**src/rtl/gpio_bank_pkg.sv**
```systemverilog
package gpio_bank_pkg;
  localparam int DW     = 32;
  localparam int NWORDS = 32;

  localparam int IDX_LOCKA    = 0;
  localparam int IDX_DIN      = 1;
  localparam int IDX_POL      = 2;
  localparam int IDX_DOUT     = 3;
  localparam int IDX_OE       = 4;
  localparam int IDX_OTYP     = 5;
  localparam int IDX_MUX      = 6;
  localparam int IDX_PU       = 7;
  localparam int IDX_PD       = 8;
  localparam int IDX_DBNC     = 9;
  localparam int IDX_EVTYP    = 10;
  localparam int IDX_EVBE     = 11;
  localparam int IDX_BLINK0   = 12;
  localparam int NBLINK       = 4;
  localparam int IDX_EVEN     = 16;
  localparam int IDX_EVEN_SET = 17;
  localparam int IDX_EVEN_CLR = 18;
  localparam int IDX_EVST     = 19;
  localparam int IDX_IEM      = 22;
  localparam int IDX_SLEW     = 23;
  localparam int IDX_DRV      = 24;
  localparam int IDX_DOUT_SET = 26;
  localparam int IDX_DOUT_CLR = 27;
  localparam int IDX_OE_SET   = 28;
  localparam int IDX_OE_CLR   = 29;
  localparam int IDX_LOCKB    = 31;

  localparam logic [DW-1:0] UNLOCK_KEY_A = 32'hC0DE_FA73;
  localparam logic [DW-1:0] UNLOCK_KEY_B = 32'hC0DE_1248;

  // Word holds plain read-write storage.
  function automatic bit is_store(int i);
    return (i >= IDX_POL && i <= IDX_EVBE) ||
           (i >= IDX_BLINK0 && i < IDX_BLINK0 + NBLINK) ||
           i == IDX_EVEN || i == IDX_IEM || i == IDX_SLEW || i == IDX_DRV;
  endfunction

  function automatic int set_alias(int i);
    case (i)
      IDX_DOUT: return IDX_DOUT_SET;
      IDX_OE:   return IDX_OE_SET;
      IDX_EVEN: return IDX_EVEN_SET;
      default:  return -1;
    endcase
  endfunction

  function automatic int clr_alias(int i);
    case (i)
      IDX_DOUT: return IDX_DOUT_CLR;
      IDX_OE:   return IDX_OE_CLR;
      IDX_EVEN: return IDX_EVEN_CLR;
      default:  return -1;
    endcase
  endfunction
endpackage

```
**src/rtl/gpio_bank_decode.sv**
```systemverilog
module gpio_bank_decode #(
  parameter int ADDR_W = 12,
  parameter int NW     = 32,
  localparam int IW    = $clog2(NW)
) (
  input  logic [ADDR_W-1:0] addr_i,
  input  logic [3:0]        be_i,
  input  logic              wr_i,
  input  logic              rd_i,
  output logic [NW-1:0]     wr_hit_o,
  output logic              rd_ok_o,
  output logic [IW-1:0]     idx_o
);
  logic aligned;
  logic in_win;

  assign aligned = (be_i == 4'hF) && (addr_i[1:0] == 2'b00);
  assign in_win  = (addr_i[ADDR_W-1:IW+2] == '0);
  assign idx_o   = addr_i[IW+1:2];
  assign rd_ok_o = rd_i && aligned && in_win;

  for (genvar g = 0; g < NW; g++) begin : g_hit
    assign wr_hit_o[g] = wr_i && aligned && in_win && (idx_o == IW'(g));
  end
endmodule

```
**src/rtl/gpio_setclr_reg.sv**
```systemverilog
module gpio_setclr_reg #(
  parameter int            W   = 32,
  parameter logic [W-1:0]  RST = '0
) (
  input  logic         clk,
  input  logic         rst,
  input  logic         wr_full_i,
  input  logic         wr_set_i,
  input  logic         wr_clr_i,
  input  logic [W-1:0] wdata_i,
  output logic [W-1:0] q_o
);
  always_ff @(posedge clk) begin
    if (rst)            q_o <= RST;
    else if (wr_full_i) q_o <= wdata_i;
    else if (wr_set_i)  q_o <= q_o | wdata_i;
    else if (wr_clr_i)  q_o <= q_o & ~wdata_i;
  end
endmodule

```
**src/rtl/gpio_lock_ctrl.sv**
```systemverilog
module gpio_lock_ctrl
  import gpio_bank_pkg::*;
(
  input  logic          clk,
  input  logic          rst,
  input  logic          wr_a_i,
  input  logic          wr_b_i,
  input  logic [DW-1:0] wdata_i,
  output logic          locked_o,
  output logic [DW-1:0] key_b_o
);
  always_ff @(posedge clk) begin
    if (rst) begin
      locked_o <= 1'b0;
      key_b_o  <= '0;
    end else if (!locked_o) begin
      if (wr_a_i || wr_b_i) begin
        locked_o <= 1'b1;
        key_b_o  <= '0;
      end
    end else if (wr_b_i) begin
      key_b_o <= wdata_i;
    end else if (wr_a_i && wdata_i == UNLOCK_KEY_A && key_b_o == UNLOCK_KEY_B) begin
      locked_o <= 1'b0;
      key_b_o  <= '0;
    end
  end
endmodule

```
**src/rtl/gpio_lock_bank.sv**
```systemverilog
module gpio_lock_bank
  import gpio_bank_pkg::*;
#(
  parameter int            ADDR_W   = 12,
  parameter logic [31:0]   PU_RST   = '0,
  parameter logic [31:0]   PD_RST   = '0,
  parameter logic [31:0]   SLEW_RST = '0,
  parameter logic [31:0]   DRV_RST  = '0
) (
  input  logic              clk,
  input  logic              rst,
  input  logic              bus_wr_i,
  input  logic              bus_rd_i,
  input  logic [ADDR_W-1:0] bus_addr_i,
  input  logic [3:0]        bus_be_i,
  input  logic [31:0]       bus_wdata_i,
  output logic [31:0]       bus_rdata_o,
  input  logic [31:0]       pin_din_i,
  input  logic [31:0]       evt_set_i,
  output logic              locked_o,
  output logic [31:0]       pol_o,
  output logic [31:0]       dout_o,
  output logic [31:0]       oe_o,
  output logic [31:0]       otyp_o,
  output logic [31:0]       pu_o,
  output logic [31:0]       pd_o,
  output logic [31:0]       iem_o,
  output logic [31:0]       evtyp_o,
  output logic [31:0]       evbe_o,
  output logic [31:0]       even_o,
  output logic [31:0]       evst_o,
  output logic [31:0]       slew_o,
  output logic [31:0]       drv_o
);
  localparam int IW = $clog2(NWORDS);

  logic [NWORDS-1:0] wr_hit;
  logic [NWORDS-1:0] wr_eff;
  logic              rd_ok;
  logic [IW-1:0]     idx;
  logic [DW-1:0]     lock_key_b;
  logic [DW-1:0]     store_q [NWORDS];
  logic [DW-1:0]     evst_q;
  logic [DW-1:0]     rd_mux;

  gpio_bank_decode #(.ADDR_W(ADDR_W), .NW(NWORDS)) u_dec (
    .addr_i   (bus_addr_i),
    .be_i     (bus_be_i),
    .wr_i     (bus_wr_i),
    .rd_i     (bus_rd_i),
    .wr_hit_o (wr_hit),
    .rd_ok_o  (rd_ok),
    .idx_o    (idx)
  );

  gpio_lock_ctrl u_lock (
    .clk      (clk),
    .rst      (rst),
    .wr_a_i   (wr_hit[IDX_LOCKA]),
    .wr_b_i   (wr_hit[IDX_LOCKB]),
    .wdata_i  (bus_wdata_i),
    .locked_o (locked_o),
    .key_b_o  (lock_key_b)
  );

  // Lock gates every write except the two lock words.
  assign wr_eff = locked_o ? '0 : wr_hit;

  for (genvar g = 0; g < NWORDS; g++) begin : g_word
    if (is_store(g)) begin : g_reg
      localparam int SI = set_alias(g);
      localparam int CI = clr_alias(g);
      localparam logic [DW-1:0] RV = (g == IDX_PU)   ? PU_RST   :
                                     (g == IDX_PD)   ? PD_RST   :
                                     (g == IDX_SLEW) ? SLEW_RST :
                                     (g == IDX_DRV)  ? DRV_RST  : '0;
      logic ws;
      logic wc;
      if (SI >= 0) begin : g_alias
        assign ws = wr_eff[SI];
        assign wc = wr_eff[CI];
      end else begin : g_plain
        assign ws = 1'b0;
        assign wc = 1'b0;
      end
      gpio_setclr_reg #(.W(DW), .RST(RV)) u_reg (
        .clk       (clk),
        .rst       (rst),
        .wr_full_i (wr_eff[g]),
        .wr_set_i  (ws),
        .wr_clr_i  (wc),
        .wdata_i   (bus_wdata_i),
        .q_o       (store_q[g])
      );
    end else begin : g_none
      assign store_q[g] = '0;
    end
  end

  // Status: hardware set has priority over a software clear.
  always_ff @(posedge clk) begin
    if (rst) evst_q <= '0;
    else     evst_q <= (evst_q & ~({DW{wr_eff[IDX_EVST]}} & bus_wdata_i)) | evt_set_i;
  end

  always_comb begin
    case (idx)
      IW'(IDX_LOCKA): rd_mux = {{(DW-1){1'b0}}, locked_o};
      IW'(IDX_DIN):   rd_mux = pin_din_i;
      IW'(IDX_EVST):  rd_mux = evst_q;
      default:        rd_mux = store_q[idx];
    endcase
  end

  always_ff @(posedge clk) begin
    if (rst) bus_rdata_o <= '0;
    else     bus_rdata_o <= rd_ok ? rd_mux : '0;
  end

  assign pol_o   = store_q[IDX_POL];
  assign dout_o  = store_q[IDX_DOUT];
  assign oe_o    = store_q[IDX_OE];
  assign otyp_o  = store_q[IDX_OTYP];
  assign pu_o    = store_q[IDX_PU];
  assign pd_o    = store_q[IDX_PD];
  assign iem_o   = store_q[IDX_IEM];
  assign evtyp_o = store_q[IDX_EVTYP];
  assign evbe_o  = store_q[IDX_EVBE];
  assign even_o  = store_q[IDX_EVEN];
  assign evst_o  = evst_q;
  assign slew_o  = store_q[IDX_SLEW];
  assign drv_o   = store_q[IDX_DRV];
endmodule

```
**config.mk**
```make
export PLATFORM = sky130hd
export DESIGN_NAME = gpio_lock_bank
export DESIGN_NICKNAME = d
export VERILOG_FILES = /design/src/rtl/gpio_bank_pkg.sv /design/src/rtl/gpio_bank_decode.sv /design/src/rtl/gpio_setclr_reg.sv /design/src/rtl/gpio_lock_ctrl.sv /design/src/rtl/gpio_lock_bank.sv
export SDC_FILE = /design/constraint.sdc
export NUM_CORES = 2
export LEC_CHECK = 0
export BUFFER_PORTS_ARGS = -buffer_cell sky130_fd_sc_hd__buf_4
export CORE_ASPECT_RATIO = 1.1
export CORE_UTILIZATION = 40
export CTS_CLUSTER_SIZE = 24
export DETAILED_ROUTE_END_ITERATION = 10
export GPL_ROUTABILITY_DRIVEN = 1
export PLACE_DENSITY_LB_ADDON = 0.08
export REMOVE_ABC_BUFFERS = 1
export SKIP_LAST_GASP = 1
export SYNTH_ARGS = -nofsm -noshare
export SYNTH_HDL_FRONTEND = slang
export SYNTH_SLANG_ARGS = --single-unit
```
**constraint.sdc**
```tcl
create_clock -name clk -period 2.81 [get_ports clk]
set_input_delay 0.281 -clock clk [delete_from_list [all_inputs] [get_ports clk]]
set_output_delay 0.281 -clock clk [all_outputs]
set_load 0.005 [all_outputs]
```
==> results.md <==
- The die height is 287 um.
- In this run the count of I/O pins placed on the die edge is 565.
- Counting every instance in the synthesized netlist gives 3436.
- The worst setup path category is flop to flop.
- In this run the static leakage power is 14.0 nW.
- The capturing point of the worst reg2reg path is evst_o[17].
- Dividing the detail-routed wire length by the instance count gives 26.0 um.
- The die outline width is 261 um.
- Entering global routing, the biggest net connects 179 pins.
- The initial core utilization is 40.4%.
- The total power per unit cell area is 556 mW/mm^2.
- The type of the most critical hold path is input pin to flop.
- The floorplan row count is 104.
- The vias after detailed routing is 28000.
- Once the clock tree was built, the resizer swapped 0 gates to a different size.
- The region available for standard cell placement spans 0.0733 mm^2.
- After detailed placement, the design holds a cell count of 4758.
- The CTS root buffer is clkbuf_16.
- The nature of the critical path endpoint is a flop.
- The routed design could run at a clock period as short as 2.53 ns.
- Leaving out fill and tap cells, the most frequent cell in the layout is nand2_1.
- The post-synthesis share of cell area spent on full adders, half adders and majority gates is 0%.
- The multiplexer share of the synthesized area is 10.5%.
- The number of register bits inferred by synthesis is 673.
- The clock net sink count is 673.
- The kind of cell with the highest combined delay along the critical path is buffers and inverters.
- The iteration-0 DRC count of the detailed router is 2916.
- The flow ran to the end, and the final reports show no timing, DRC or antenna violations.
- The transition time at the pin with the least slew margin is 1.13 ns.
- The global router's overall resource usage is 33.2%.
- The finished layout holds 4942 standard cells, fillers aside.
- For this run, the detailed router's first-pass iteration total came to 5.
- Counting both buffers and inverters, the worst setup path holds a total of 4.
- Summing the areas of all xor and xnor instances in the mapped netlist gives 0.0296% of the synthesized area.
- The number of antenna violations at the first check in global routing is 4.
- The cell with the largest stage delay on the worst path is dlygate4sd3_1.
- Fill cells in the final layout number 6850.
- The critical path goes through buf_4 > nor2b_4 > buf_4 > buf_4 > nand4_1 > a21oi_1 > nor2_1 > dlygate4sd3_1.
- The count of input and output buffers is 564.
- The arrival time at the worst endpoint is 3.02 ns.
- The final period utilization is 89.9%.
- The via count of the first global-routing pass is 26300.
- The clock arrives with 0.0299 ns of skew.
- The clock tree synthesis step divided the H-tree into 3 levels.
- Timing analysis after detailed placement gives a worst setup slack of 0.206 ns.
- Across the run, the number of max-cap violations was 0.
- The largest family of logic cells by synthesized area is simple AND/OR/NAND/NOR gates.
- At the worst endpoint, the required time is 3.31 ns.
- The share of the Yosys chip area taken by registers is 45.5%.
- For this run, the leading register cell type out of synthesis is dfxtp_1.
- The basic-gate share of the synthesized area counting and, or, nand and nor cells is 19.6%.
- The worst hold path begins at pin_din_i[26].
- The largest fanout on the critical path is 21.
- Hold repair after CTS inserted 45 buffers.
- For this block, the routed nets add up to 129 mm of wire.
- Setup violations remaining at the end of the flow were counted as 0.
- The synthesis warning total is 0.
- The number of clock buffers inserted by TritonCTS is 75.
- The first global-routing pass estimated 184 mm of wire.
- From synthesis to final layout, the design area changed by 29.0%.
- The end point of the most critical hold path is bus_rdata_o[26].
- In this run the critical register-to-register path is launched from u_lock.locked_o.
- The achievable frequency is 0.396 GHz.
- At the later pin of the worst-skew pair, clock insertion delay measures 0.63 ns.
- IR analysis of the VDD net gives a maximum drop of 388 uV.
- TritonCTS built the clock tree.
- The number of distinct standard cells referenced by the synthesized netlist is 51.
- The mean instance size in the synthesized netlist is 8.62 um^2.
- The smallest setup slack after layout is 0.284 ns.
- The largest buffer count on any clock path is 3.
- The hold violation total from the final report is 0.
- Across all register-to-register paths, the minimum setup slack is 0.28 ns.
- Summed over all layers, the global routing overflow is 0.
- Post-CTS timing repair inserted 0 buffers for setup.
- At the end of routability-driven placement, the weighted congestion stood at 0.911.
- The floorplan step defined a die boundary enclosing 0.0751 mm^2.
- Counting stages on the worst path, the most repeated cell is buf_4.
- STA classifies the critical path startpoint as a flop.
- In the final layout, the share of cells above drive strength 1 is 29.8%.
- The per-cell via count in the routed design is 5.67.
- In this run the remaining antenna-violating nets after routing total 0.
- The cell depth of the worst min-delay path is 3.
- The clock-pin slew reported for the worst setup and hold paths after clock tree synthesis is 0.06 ns.
- The cell area that synthesis handed to floorplanning was 0.0296 mm^2.
- After legalization and detailed placement, the total HPWL measured 88.0 mm.
- The async set-reset flop share out of synthesis is 0%.
- The count of flip-flops with a built-in enable after synthesis is 0.
- The total DRC errors in the routed layout is 0.
- Summing the areas of all compound-gate instances in the mapped netlist gives 18.7% of the synthesized area.
- The worst register-to-register path has a depth of 8.
- In the layout the commonest cells are 1157 x nand2_1, 695 x buf_4, 673 x dfxtp_1.
- The largest stage delay on the critical path is 0.56 ns.
- Setup repair after global routing left no endpoint under its margin.
- The worst hold slack after final layout is 0.0217 ns.
- In this run the tightest slew margin relative to its limit is 24.5%.
- The net count of the finished layout is 4042.
- The total count of max-transition violations in the final report is 0.
-- worst max-delay path by stage --
stage	start	endpoint	slack, ns	depth (start not counted)
2_1_floorplan	bus_addr_i[2]	u_lock.key_b_o[12]	-3.60	5
3_3_place_gp	bus_addr_i[8]	g_word[5].g_reg.u_reg.q_o[21]	0.22	8
3_5_place_dp	bus_addr_i[8]	g_word[5].g_reg.u_reg.q_o[13]	0.21	8
4_1_cts	u_lock.locked_o	evst_o[17]	0.35	8
5_1_grt	u_lock.locked_o	evst_o[17]	0.26	8
6_report	u_lock.locked_o	evst_o[17]	0.28	8
-- kinds of logic (layout without fill, tap and decap cells) --
logic type | count (synthesis) | in the layout
other | 0 | 1
XOR/XNOR | 1 | 1
AND/OR/NAND/NOR | 1383 | 1383
buffers and inverters | 371 | 922
AO/OA/AOI/OAI | 829 | 829
flip-flops | 673 | 673
multiplexers | 179 | 179
-- layer usage --
layer / global-route usage, % / share of wire (%) / up-vias
met5: 0 / 0.022 / -
met4: 13.5 / 4.2 / 4
met3: 6.14 / 7.6 / 247
met2: 53.1 / 47 / 1219
met1: 43.9 / 42 / 13700
li1: - / - / 12900
-- where the power goes --
part           leakage, nW  internal, mW  switching [mW]
combinational         7.30         0.443           0.904
clock                 1.27          6.10            4.20
sequential            5.43          9.57          0.0288
-- final cells by class --
class                   instances  area, um^2  share of cell area (%)
clock buffers                 119        2340                    6.12
clock inverters                19         241                   0.632
inverters                      12        45.0                   0.118
multi-input cells            2392       14600                    38.2
flip-flops and latches        673       13500                    35.3
well taps                     954        1190                    3.13
diodes                          1        2.50                 0.00655
repair buffers                772        6300                    16.5
-- worst reg2reg max path, delay by kind of cell, from the launching register on --
family	cells	cell delay [ns]
compound gates	1	0.19
simple gates	3	0.42
flops	1	0.42
buf+inv	4	1.39
-- cell usage after synthesis (4+ instances only) --
library cell,instances,area (um^2)
nor4b_1,7,61.3
o21ai_0,47,235
nor4bb_1,4,40.0
and4b_1,5,50.1
mux4_2,96,2160
nand2b_1,7,43.8
buf_6,15,169
a21oi_1,428,2140
inv_1,12,45.0
a22oi_1,44,330
a32o_1,95,951
dfxtp_1,673,13500
o211ai_1,6,45.0
and2_1,5,31.3
clkbuf_1,183,687
mux2_2,83,935
nand3_1,27,135
buf_2,139,696
a21oi_2,120,1050
and4_1,4,35.0
nand4_1,42,263
a221oi_1,32,280
nor2b_1,6,37.5
buf_1,18,67.6
nand2_1,1157,4340
or4_1,8,60.1
nor2_1,77,289
nor4_4,10,213
a22o_1,51,447
-- metrics by stage --
step                total power [mW]  instance area (um^2)  setup TNS (ns)  util, %
finish                          21.2                 38200               0     52.1
global route                    21.8                 38200               0     52.1
CTS                             21.3                 38200               0     52.1
detailed placement              11.1                 35200               0     48.0
global placement                11.1                 35200               0     48.0
floorplan                       10.1                 28000         -428.84        -
Note: power is estimated with default switching activity, not from simulation.
